[config.mk]
export PLATFORM = sky130hd
export DESIGN_NAME = tcd_transition_finder
export DESIGN_NICKNAME = d
export VERILOG_FILES = /design/src/rtl/tcd_pkg.sv /design/src/rtl/tcd_jump_detect.sv /design/src/rtl/tcd_offset_eval.sv /design/src/rtl/tcd_mean_offset.sv /design/src/rtl/tcd_transition_finder.sv
export SDC_FILE = /design/constraint.sdc
export NUM_CORES = 1
export LEC_CHECK = 0
export BUFFER_PORTS_ARGS = -buffer_cell sky130_fd_sc_hd__clkbuf_2
export CORE_MARGIN = 5
export CORE_UTILIZATION = 53
export CTS_CLUSTER_DIAMETER = 30
export DETAILED_ROUTE_END_ITERATION = 12
export PLACE_DENSITY_LB_ADDON = 0.25
export SKIP_CTS_REPAIR_TIMING = 1
export SLEW_MARGIN = 5
export SYNTH_ARGS = -nofsm -noshare
export SYNTH_HDL_FRONTEND = slang
export SYNTH_SLANG_ARGS = --single-unit
[constraint.sdc]
create_clock -name clk -period 10 [get_ports clk]
set_input_delay 1.5 -clock clk [delete_from_list [all_inputs] [get_ports clk]]
set_output_delay 1.5 -clock clk [all_outputs]
set_load 0.005 [all_outputs]
[src/rtl/tcd_pkg.sv]
package tcd_pkg;
    typedef enum logic [1:0] {
        ST_IDLE = 2'd0,
        ST_SCAN = 2'd1,
        ST_AVG  = 2'd2
    } tcd_state_e;
endpackage

[src/rtl/tcd_jump_detect.sv]
module tcd_jump_detect #(
    parameter int CODE_W = 10
) (
    input  logic              prev_ok_i,
    input  logic [CODE_W-1:0] prev_i,
    input  logic [CODE_W-1:0] cur_i,
    input  logic [CODE_W-1:0] thr_i,
    input  logic [CODE_W-1:0] lo_i,
    input  logic [CODE_W-1:0] hi_i,
    output logic              hit_o
);
    localparam int DW = CODE_W + 1;

    logic [DW-1:0] step;
    logic [DW-1:0] step_mag;
    logic          in_win;

    always_comb begin
        step     = {1'b0, cur_i} - {1'b0, prev_i};
        step_mag = step[DW-1] ? (~step + 1'b1) : step;
        in_win   = (prev_i >= lo_i) && (prev_i <= hi_i);
        hit_o    = prev_ok_i && in_win && (step_mag > {1'b0, thr_i});
    end
endmodule

[src/rtl/tcd_offset_eval.sv]
module tcd_offset_eval #(
    parameter int CODE_W = 10,
    parameter int STG_W  = 3
) (
    input  logic                   found_i,
    input  logic [1:0][CODE_W-1:0] meas_i,
    input  logic [1:0][CODE_W-1:0] ideal_i,
    input  logic [CODE_W-1:0]      base_tol_i,
    input  logic [STG_W-1:0]       stage_i,
    output logic [1:0][CODE_W:0]   off_o,
    output logic                   err_o
);
    localparam int DW = CODE_W + 1;

    logic [CODE_W-1:0] tol;
    logic [1:0]        over;

    assign tol = base_tol_i >> stage_i;

    for (genvar g = 0; g < 2; g++) begin : g_edge
        logic [DW-1:0] diff;
        logic [DW-1:0] mag;
        always_comb begin
            diff     = {1'b0, meas_i[g]} - {1'b0, ideal_i[g]};
            mag      = diff[DW-1] ? (~diff + 1'b1) : diff;
            over[g]  = mag > {1'b0, tol};
            off_o[g] = found_i ? diff : '0;
        end
    end

    assign err_o = found_i && (|over);
endmodule

[src/rtl/tcd_mean_offset.sv]
module tcd_mean_offset #(
    parameter int CODE_W   = 10,
    parameter int AVG_LOG2 = 4
) (
    input  logic [CODE_W+AVG_LOG2-1:0] acc_i,
    output logic [CODE_W:0]            off_o
);
    localparam int                ACC_W = CODE_W + AVG_LOG2;
    localparam logic [CODE_W:0]   MID   = (CODE_W+1)'(1) << (CODE_W - 1);

    logic [CODE_W-1:0] mean;

    assign mean  = acc_i[ACC_W-1:AVG_LOG2];
    assign off_o = {1'b0, mean} - MID;
endmodule

[src/rtl/tcd_transition_finder.sv]
module tcd_transition_finder
    import tcd_pkg::*;
#(
    parameter int CODE_W   = 10,
    parameter int STAGES   = 8,
    parameter int AVG_LOG2 = 4,
    parameter int LEN_W    = 16,
    localparam int STG_W   = (STAGES > 1) ? $clog2(STAGES) : 1
) (
    input  logic                     clk,
    input  logic                     rst_n,
    input  logic                     start_i,
    input  logic                     mode_i,
    input  logic [STG_W-1:0]         stage_i,
    input  logic [CODE_W-1:0]        win_lo_i,
    input  logic [CODE_W-1:0]        win_hi_i,
    input  logic [CODE_W-1:0]        jump_thr_i,
    input  logic [LEN_W-1:0]         scan_len_i,
    input  logic [CODE_W-1:0]        ideal_first_i,
    input  logic [CODE_W-1:0]        ideal_last_i,
    input  logic [CODE_W-1:0]        base_tol_i,
    input  logic                     code_valid_i,
    input  logic [CODE_W-1:0]        code_i,
    output logic                     busy_o,
    output logic                     done_o,
    output logic                     found_o,
    output logic [CODE_W-1:0]        first_code_o,
    output logic [CODE_W-1:0]        last_code_o,
    output logic signed [CODE_W:0]   first_off_o,
    output logic signed [CODE_W:0]   last_off_o,
    output logic                     range_err_o,
    output logic signed [CODE_W:0]   adc_off_o
);
    localparam int              ACC_W   = CODE_W + AVG_LOG2;
    localparam int              OFF_W   = CODE_W + 1;
    localparam logic [LEN_W-1:0] AVG_LAST = LEN_W'((1 << AVG_LOG2) - 1);

    typedef struct packed {
        tcd_state_e        st;
        logic              done;
        logic              have_prev;
        logic [CODE_W-1:0] prev;
        logic [LEN_W-1:0]  cnt;
        logic              found;
        logic [CODE_W-1:0] first;
        logic [CODE_W-1:0] last;
        logic [OFF_W-1:0]  off_f;
        logic [OFF_W-1:0]  off_l;
        logic              err;
        logic [ACC_W-1:0]  acc;
        logic [OFF_W-1:0]  adc_off;
    } regs_t;

    regs_t r_q, r_d;

    logic                   hit;
    logic                   found_n;
    logic [CODE_W-1:0]      first_n;
    logic [CODE_W-1:0]      last_n;
    logic [1:0][OFF_W-1:0]  off_n;
    logic                   err_n;
    logic [ACC_W-1:0]       acc_n;
    logic [OFF_W-1:0]       mean_off;
    logic                   scan_last;
    logic                   avg_last;

    tcd_jump_detect #(.CODE_W(CODE_W)) u_jump (
        .prev_ok_i (r_q.have_prev),
        .prev_i    (r_q.prev),
        .cur_i     (code_i),
        .thr_i     (jump_thr_i),
        .lo_i      (win_lo_i),
        .hi_i      (win_hi_i),
        .hit_o     (hit)
    );

    always_comb begin
        found_n = r_q.found;
        first_n = r_q.first;
        last_n  = r_q.last;
        if (hit) begin
            found_n = 1'b1;
            first_n = r_q.found ? r_q.first : r_q.prev;
            last_n  = r_q.prev;
        end
    end

    tcd_offset_eval #(.CODE_W(CODE_W), .STG_W(STG_W)) u_eval (
        .found_i    (found_n),
        .meas_i     ({last_n, first_n}),
        .ideal_i    ({ideal_last_i, ideal_first_i}),
        .base_tol_i (base_tol_i),
        .stage_i    (stage_i),
        .off_o      (off_n),
        .err_o      (err_n)
    );

    assign acc_n = r_q.acc + ACC_W'(code_i);

    tcd_mean_offset #(.CODE_W(CODE_W), .AVG_LOG2(AVG_LOG2)) u_mean (
        .acc_i (acc_n),
        .off_o (mean_off)
    );

    assign scan_last = ({1'b0, r_q.cnt} + 1'b1) >= {1'b0, scan_len_i};
    assign avg_last  = (r_q.cnt == AVG_LAST);

    always_comb begin
        r_d = r_q;
        if (start_i) begin
            r_d    = '0;
            r_d.st = mode_i ? ST_AVG : ST_SCAN;
        end else begin
            case (r_q.st)
                ST_SCAN: begin
                    if (code_valid_i) begin
                        r_d.have_prev = 1'b1;
                        r_d.prev      = code_i;
                        r_d.cnt       = r_q.cnt + 1'b1;
                        r_d.found     = found_n;
                        r_d.first     = first_n;
                        r_d.last      = last_n;
                        if (scan_last) begin
                            r_d.st    = ST_IDLE;
                            r_d.done  = 1'b1;
                            r_d.off_f = off_n[0];
                            r_d.off_l = off_n[1];
                            r_d.err   = err_n;
                        end
                    end
                end
                ST_AVG: begin
                    if (code_valid_i) begin
                        r_d.acc = acc_n;
                        r_d.cnt = r_q.cnt + 1'b1;
                        if (avg_last) begin
                            r_d.st      = ST_IDLE;
                            r_d.done    = 1'b1;
                            r_d.adc_off = mean_off;
                        end
                    end
                end
                default: ;
            endcase
        end
    end

    always_ff @(posedge clk or negedge rst_n) begin
        if (!rst_n) r_q <= '0;
        else        r_q <= r_d;
    end

    assign busy_o       = (r_q.st != ST_IDLE);
    assign done_o       = r_q.done;
    assign found_o      = r_q.found && r_q.done;
    assign first_code_o = r_q.done ? r_q.first : '0;
    assign last_code_o  = r_q.done ? r_q.last : '0;
    assign first_off_o  = $signed(r_q.off_f);
    assign last_off_o   = $signed(r_q.off_l);
    assign range_err_o  = r_q.err;
    assign adc_off_o    = $signed(r_q.adc_off);
endmodule

---- Yosys cells after proc, flatten, opt, wreduce, memory -nomap -nowiden ----
Index checks and enable logic that the tools add are counted.
storage, ports and cells
  register bits ........................... 99
  logic and storage cells ................. 85
  output and inout bits ................... 57
  input port bits ......................... 94
cells by class
  add/sub/neg operators ................... 10
  multiplexer cells ....................... 26
  shifts and indexed selects .............. 1
  equality and inequality tests ........... 7
  reductions and logical operators ........ 19
  magnitude comparators ................... 6
  bitwise gates (word level) .............. 3
operators with widths
  kind                      count
  $mux W99                  1
  $mux W11                  7
  $mux W74                  1
  $mux W10                  5
  $mux W25                  2
  $mux W44                  1
  $add A11 B1 Y11 const B   3
  $gt A11 B10 Y1            3
  $not A11 Y11              3
  $sub A10 B10 Y11          3
  $pmux W16 S2              1
  $mux W23                  1
  $add A16 B1 Y17 const B   1
  $ge A17 B16 Y1            1
  $add A16 B1 Y16 const B   1
  $eq A16 B4 Y1 const B     1
  $mux W16                  1
  $add A14 B10 Y14          1
  $ne A3 B3 Y1 const B      4
  $reduce_bool A2 Y1        6
  $sub A10 B10 Y11 const B  1
  $ge A10 B10 Y1            1
  $le A10 B10 Y1            1
  $shr A10 B3 Y10           1
  12 further kinds          21

---- Longest topological paths before layout ----
Gate-level depths: netlist of run 1.
  depth after elaboration ................. 18
  gate-level depth with buffers ........... 41
  gate-level depth less buffers ........... 39

---- Modules after synthesis ----
From an unflattened synthesis of run 1, not the netlist that was laid out.
unflattened totals
  cell total of the unflattened synthesis .. 1207
  area, all modules ....................... 9922.0 sq um
by module, submodules not included
  module                 cells each  seq. area each (sq um)  instances  area an instance (sq um)
  tcd_transition_finder  694         2477.4                  1          6207.2
  tcd_offset_eval        316         0.0                     1          2259.7
  tcd_jump_detect        186         0.0                     1          1376.3
  tcd_mean_offset        11          0.0                     1          78.8

---- Least setup slack after synthesis of run 1 ----
Ideal clock, no wire load.
  kind .................................... input to register
  start point ............................. in code_i[0]
  end point ............................... reg r_q (netlist bit range_err_o)
  arrival time ............................ 8535 ps
  slack ................................... 1346 ps
  data required time ...................... 9881 ps
  stages .................................. 35
  library setup time ...................... 119 ps
  path buffers ............................ 1
  path through ............................ inv_1 ha_1 inv_1 fa_1 a211oi_1 nor2_1 xnor2_1 or4b_4 nor3_1 nor2_1 xor2_1 ha_1 a21o_1 a21oi_1 nand2b_1 o21a_1 a31oi_2 or2_1 clkbuf_1 a21oi_1 ha_1 fa_1 nand2b_1 a21oi_1 xor2_1 or2_2 or4b_1 o31ai_1 xnor2_1 ha_1 nand4_1 o32a_1 a22oi_1 o41ai_1 o21a_1
on the way
  longest elaborated chain between the ends .. 18
  elaborated cells between the ends (all ways) .. 25
  those cells by class .................... add/sub: 6; order compare: 3; mux: 10; bitwise: 3; reduce/logical: 3
ends and longest elaborated chain
  element                  RTL line                      RTL
  start: declaration       tcd_transition_finder.sv:23   input logic [CODE_W-1:0] code_i,
  $sub A10 B10 Y11 (*)     tcd_jump_detect.sv:19         step = {1'b0, cur_i} - {1'b0, prev_i};
  $not A11 Y11             tcd_jump_detect.sv:20         step_mag = step[DW-1] ? (~step + 1'b1) : step;
  $add A11 B1 Y11          tcd_jump_detect.sv:20
  $mux W11 (*)             tcd_jump_detect.sv:20
  $gt A11 B10 Y1 (*)       tcd_jump_detect.sv:22         hit_o = prev_ok_i && in_win && (step_mag > {1'b0, thr_i});
  $logic_and A1 B1 Y1 (*)  tcd_jump_detect.sv:22
  $mux W10                 tcd_transition_finder.sv:81   if (hit) begin
  $sub A10 B10 Y11         tcd_offset_eval.sv:24         diff = {1'b0, meas_i[g]} - {1'b0, ideal_i[g]};
  [... 2 more ...]         n/a
  $mux W11                 tcd_offset_eval.sv:25         mag = diff[DW-1] ? (~diff + 1'b1) : diff;
  $gt A11 B10 Y1           tcd_offset_eval.sv:26         over[g] = mag > {1'b0, tol};
  $reduce_or A2 Y1         tcd_offset_eval.sv:31         assign err_o = found_i && (|over);
  $logic_and A1 B1 Y1 (*)  tcd_offset_eval.sv:31
  $mux W23 (*)             tcd_transition_finder.sv:123  if (scan_last) begin
  $mux W74 (*)             tcd_transition_finder.sv:116  if (code_valid_i) begin
  $mux W44 (*)             tcd_transition_finder.sv:114  case (r_q.st)
  $mux W99 (*)             tcd_transition_finder.sv:110  if (start_i) begin
  end signal: assignment   tcd_transition_finder.sv:150  else r_q <= r_d;
  end: declaration         tcd_transition_finder.sv:54   regs_t r_q, r_d;
Every way passes the cells marked *; elsewhere a longest branch is shown, timed or not. The select of a mux whose other input is x is not followed.
A chain may end at the register's enable or synchronous reset.

---- Worst setup path after layout of run 1 ----
Ends and elaborated chain as after synthesis.

==> qor.txt, run 1 <==
Gr usage total: 23.1%
Synth top area share: 26.8%
Die Span Y: 141 microns
# setup viols final: 0
Synth top cells by count: ha_1 (112), dfrtp_1 (98), nand2_1 (97), inv_1 (85), nor2_1 (74)
Initial drt markers: 332
Leak Pwr: 5.14 nW
Placer Congestion: 0.938
Detailed placer's ending HPWL: 18,600 microns
Yosys warning total: 0
Post-route ant nets: 0
Hold/Removal Path Class: reg2reg
Fmax: 110 MHz
CP Capture Type: register
Measured slew at the worst slew-check pin: 1.21 ns
Antenna violations before repair: 0
Std-Cell Rows: 48
I/O Pins: 151
CTS tree: yes
Largest family of logic cells by synthesized area: simple AND/OR/NAND/NOR gates
Clock-pin slew on the worst setup and hold paths: 0.07 ns
Final hold viol count: 0
Setup TNS: 0 ns
DIE AREA: 0.0200 sq mm
TritonRoute pass-1 iters: 5
Routed WL per cell: 16.6 microns
Post-synthesis mux area share: 5.93%
Hold Crit Start: last_off_o[0]
Distinct cell type count after synthesis: 67
Mapped Area: 0.00914 sq mm
Kind of critical path: in2reg
Total core area: 0.0171 sq mm
Synth Area per Inst: 8.48 sq um
N_diodes: 0
Compound-Gate Fraction of Synth Area: 16.3%
Crit Path Max Fanout: 11
Area leader, netlist: dfrtp_1
DRC errors left: 0
DR vias: 7,936
CP Launch Point: code_i[0]
Xor and xnor area share after synthesis: 7.57%
Synth Area in Simple Gates: 19.5%
Layout Skew: 0.0140 ns
Fin crit share: 90.7%
Adder-cell share of the synthesized area: 16.2%
Max Slew Vio Count: 0
Overall power: 1.06 mW
Fin crit period: 9.07 ns
Flops & latches, synth: 98
Post-synth ARST share: 100%
Routed wire length: 23,300 microns
VDD IR max: 76.1 uV
CP dominant cell by count: ha_1
Slew margin rel.: 18.9%
Final net count: 1,390
Vias in the first global route: 7,582
Post-Synthesis Cells: 1,078
Top-count cell post-synth: ha_1
RSZ-0062 raised after global routing: false
Top cells by area, synth: dfrtp_1 (27%), ha_1 (15%), nand2_1 (4.0%)
Layout cells sized above 1: 16.9%
Placed Cells: 1,394
Chip Width: 141 microns
Starting density of the core: 53.4%
Main synth FF type: dfrtp_1
Synth Net Count: 1,288
Final Non-Filler Cells: 1,409
Clk buf depth: 2
Startpoint types: primary input
Critical Path Max Stage Delay: 0.59 ns
TritonCTS buffer count: 9
Register area share after synthesis: 26.8%
Req. time, crit path: 10.24 ns
Power per Cell Area: 105 mW/mm^2
Slowest CP cell: or4b_4
Number of enable flip-flop cells after synthesis: 0
Global-route wire length before repair: 37,500 microns
RR Startpoint: r_q[86]
Global route overflow: 0
Syn-to-layout area delta: 10.8%
Critical path arrival: 9.31 ns
Clk sinks: 98
Port-buffer cells: 150
Vias per inst: 5.63
Status: complete, no violations
Max H-tree Level: 3
Root buf cell: clkbuf_16
Largest net degree at the start of global routing: 85
Clk Latency, worst-skew pair: 0.35 ns
MaxCap Viol Count: 0
[report_power, final]
group	total, mW	internal [mW]	leakage [nW]	switching [mW]
sequential	0.415	0.403	1.36	0.0114
clock	0.335	0.170	0.129	0.165
combinational	0.309	0.127	3.65	0.182
total	1.06	0.700	5.14	0.358
[metal layers]
layer / share of wire [%] / wire [microns] / track usage [%]
met1: 44 / 10300 / 31.6
met2: 48 / 11200 / 38.7
met3: 6.5 / 1530 / 4.11
met4: 1.1 / 265 / 4.59
met5: 0 / 0 / 0
[critical path: cells and delay by family]
family | cells | cell delay (ns)
xor gates and xnor gates | 4 | 0.61
adders and majority gates | 6 | 1.79
and+or+nand+nor | 10 | 2.47
AOI/OAI and AO/OA | 12 | 2.69
buffers and inverters | 3 | 0.22
[flip-flops by register name (all words and copies together), names as in the netlist]
name / flops
first_off_o: 11
last_off_o: 11
r_q: 64
adc_off_o: 10
done_o: 1
range_err_o: 1
[path summary, 6_finish.rpt]
kind	end	slack (ns)	cells past startpoint
min reg2reg	last_off_o[0]	0.48	2
max reg2reg	range_err_o	1.68	32
max	range_err_o	0.93	35
min in group asynchronous	last_off_o[2]	1.06	1
max in group asynchronous	r_q[60]	7.68	2
min	last_off_o[0]	0.48	2
[cells in the final DEF, fill, tap and decap left out, drive strengths merged, types with 5 or more instances in the layout]
| master | n |
|---|---|
| nand2 | 97 |
| nand4 | 12 |
| nand3 | 25 |
| nor4 | 8 |
| a211oi | 7 |
| inv | 88 |
| and3 | 6 |
| buf | 7 |
| ha | 112 |
| dfrtp | 98 |
| mux2 | 15 |
| a21o | 14 |
| nor2b | 10 |
| o21bai | 5 |
| clkbuf | 158 |
| nor2 | 76 |
| mux2i | 35 |
| a22o | 25 |
| or2 | 10 |
| xnor2 | 39 |
| and2 | 27 |
| nor3 | 21 |
| a21oi | 67 |
| a31oi | 9 |
| o21ai | 50 |
| nand2b | 46 |
| o31ai | 19 |
| xor2 | 40 |
| o21a | 5 |
[per-stage QoR]
stage	hold WS [ns]	setup slack, ns	util, %	cell area (sq um)
finish	0.476	0.926	59.1	10100
global route	0.509	0.169	59.1	10100
global placement	0.462	0.845	57.5	9850
CTS	0.483	0.990	59.1	10100
floorplan	0.450	1.35	-	9140
detailed placement	0.467	0.629	57.5	9850
[logic make-up after synthesis]
logic type | Yosys count
mux | 51
xor+xnor | 79
simple gates | 355
buf+inv | 151
compound gates | 228
fa+ha+maj | 116
flops | 98
[cell type report]
class | instances | area (sq um)
multi-input cells | 829 | 5990
inverters | 86 | 323
fillers | 1618 | 6990
clock inverters | 6 | 50.0
repair buffers | 156 | 798
clock buffers | 9 | 225
well taps | 225 | 282
flip-flops and latches | 98 | 2450
Power figures use the tool's default switching activity.
==> run 2: changes to the inputs <==
BUFFER_PORTS_ARGS = default   (was -buffer_cell sky130_fd_sc_hd__clkbuf_2)
CORE_MARGIN = default   (was 5)
DONT_BUFFER_PORTS = 1   (was default)
SLEW_MARGIN = default   (was 5)
==> qor.txt, run 2 (same netlist as run 1, synthesis figures left out) <==
Placer Congestion: 0.890 (was 0.938)
TritonCTS buffer count: 9 (unchanged)
Clk Latency, worst-skew pair: 0.35 ns (about the same)
Req. time, crit path: 10.25 ns (was 10.24 ns)
Global-route wire length before repair: 36,500 microns (was 37,500 microns)
Commonest cells after routing, fill and taps aside: ha_1 (112), dfrtp_1 (98), nand2_1 (97) (was clkbuf_2 (149), ha_1 (112), dfrtp_1 (98))
Int Pwr: 0.700 mW (about the same)
Initial drt markers: 426 (was 332)
Syn-to-layout area delta: 2.59% (was 10.8%)
Vias in the first global route: 7,281 (was 7,582)
RSZ-0062 raised after global routing: false (unchanged)
Sw power: 0.334 mW (was 0.358 mW)
Final setup margin: 0.951 ns (was 0.926 ns)
DIE AREA: 0.0178 sq mm (was 0.0200 sq mm)
DR vias: 7,502 (was 7,936)
Clock-pin slew on the worst setup and hold paths: 0.07 ns (about the same)
WP buf/inv: 3 (unchanged)
Detailed placer's ending HPWL: 17,500 microns (was 18,600 microns)
Max H-tree Level: 3 (unchanged)
CTS tree: yes (unchanged)
# setup viols final: 0 (unchanged)
Measured slew at the worst slew-check pin: 0.958 ns (was 1.21 ns)
Most common cell after layout, fill and taps aside: ha_1 (was clkbuf_2)
Fin crit period: 9.05 ns (was 9.07 ns)
Leak Pwr: 4.50 nW (was 5.14 nW)
Fin crit share: 90.5% (was 90.7%)
Antenna violations before repair: 0 (unchanged)
Startpoint types: primary input (unchanged)
Max reg flops: 64 (unchanged)
Std-Cell Rows: 47 (was 48)
Sw frac: 32.3% (was 33.8%)
MaxCap Viol Count: 0 (unchanged)
Post-place setup slack: 0.355 ns (was 0.629 ns)
Largest net degree at the start of global routing: 99 (was 85)
Slew margin rel.: 35.9% (was 18.9%)
Hold/Removal Path Class: reg2reg (unchanged)
Chip Width: 133 microns (was 141 microns)
Vias per inst: 5.98 (was 5.63)
Critical path arrival: 9.30 ns (was 9.31 ns)
Routed wire length: 22,400 microns (was 23,300 microns)
Root buf cell: clkbuf_16 (unchanged)
Clk buf depth: 2 (unchanged)
VDD IR max: 91.3 uV (was 76.1 uV)
Layout cells sized above 1: 4.93% (was 16.9%)
Flop pwr share: 40.1% (was 39.2%)
Register Area: 0.00245 sq mm (unchanged)
Global route overflow: 0 (unchanged)
Routed WL per cell: 17.9 microns (was 16.6 microns)
Layout Skew: 0.0105 ns (was 0.0140 ns)
Slowest CP cell: or4b_4 (unchanged)
CP Capture Type: register (unchanged)
Logic pwr share: 26.3% (was 29.2%)
Critical Path Max Stage Delay: 0.59 ns (about the same)
Gr usage total: 25.9% (was 23.1%)
Kind of critical path: in2reg (unchanged)
Final hold viol count: 0 (unchanged)
Crit path max-delay family: compound AO/OA/AOI/OAI gates (unchanged)
TritonRoute pass-1 iters: 4 (was 5)
Register with the most flip-flops: r_q (unchanged)
Die Span Y: 133 microns (was 141 microns)
N_diodes: 0 (unchanged)
Status: complete, no violations (unchanged)
Final net count: 1,239 (was 1,390)
Clk sinks: 98 (unchanged)
Setup TNS: 0 ns (unchanged)
I/O Pins: 151 (unchanged)
Clk network pwr share: 33.6% (was 31.7%)
Port-buffer cells: 0 (was 150)
# fillers: 1,587 (was 1,618)
Power per Cell Area: 110 mW/mm^2 (was 105 mW/mm^2)
Crit Path Max Fanout: 6 (was 11)
Max Slew Vio Count: 0 (unchanged)
Multi-input logic area: 0.00600 sq mm (was 0.00599 sq mm)
Post-route ant nets: 0 (unchanged)
Starting density of the core: 54.7% (was 53.4%)
Fmax: 111 MHz (was 110 MHz)
DRC errors left: 0 (unchanged)
Total core area: 0.0167 sq mm (was 0.0171 sq mm)
-- run 2: cell count changes in the layout (fill, tap and decap cells not counted), sizes merged --
| cell | change |
|---|---|
| clkbuf | -147 |
| buf | -2 |
| inv | -1 |
-- run 2: worst paths after layout --
kind	startpoint	end	slack [ns]	cells after the start
max	code_i[0]	range_err_o	0.95	38
min	r_q[18]	r_q[18]	0.50	2
max reg2reg	r_q[86]	range_err_o	1.58	36
min reg2reg	r_q[18]	r_q[18]	0.50	2
max in group asynchronous	rst_n	r_q[62]	8.94	0
min in group asynchronous	rst_n	last_off_o[2]	0.84	0
-- run 2: through the flow --
stage | std cells | hold WS (ns) | total power, mW | cell area (sq um) | utilization (%)
2_1_floorplan | 1078 | 0.450 | 0.636 | 9140 | -
3_3_place_gp | 1238 | 0.475 | 0.686 | 9080 | 54.4
3_5_place_dp | 1238 | 0.484 | 0.692 | 9080 | 54.4
4_1_cts | 1254 | 0.506 | 1.04 | 9370 | 56.1
5_1_grt | 1254 | 0.521 | 1.09 | 9380 | 56.1
6_report | 1254 | 0.500 | 1.03 | 9380 | 56.1
-- run 2: area by class of cell --
type | instances | area share [%]
clock buffer | 11 | 2.70
inverter | 86 | 3.44
multi-input combinational | 829 | 64.0
clock inverter | 5 | 0.400
tap | 220 | 2.94
sequential | 98 | 26.2
timing repair buffer | 5 | 0.400
-- run 2: metal layers --
metal / global-route usage (%) / vias up / wire, microns
met5: 0 / - / 0
li1: - / 3657 / -
met1: 34.0 / 3556 / 10000
met2: 42.2 / 245 / 10400
met4: 9.97 / 0 / 689
met3: 4.95 / 44 / 1310
-- run 2: worst min-delay path, stage by stage (launching register included) --
cell	delay (ns)
dfrtp_1	0.36
nand2_1	0.05
o31ai_1	0.06
-- run 2: power groups by stage --
stage | Combinational [mW] | Clock, mW | Sequential, mW
detailed placement | 0.269 | 0 | 0.423
finish | 0.272 | 0.347 | 0.415
floorplan | 0.219 | 0 | 0.417
global route | 0.306 | 0.369 | 0.416
CTS | 0.271 | 0.354 | 0.415
global placement | 0.264 | 0 | 0.422
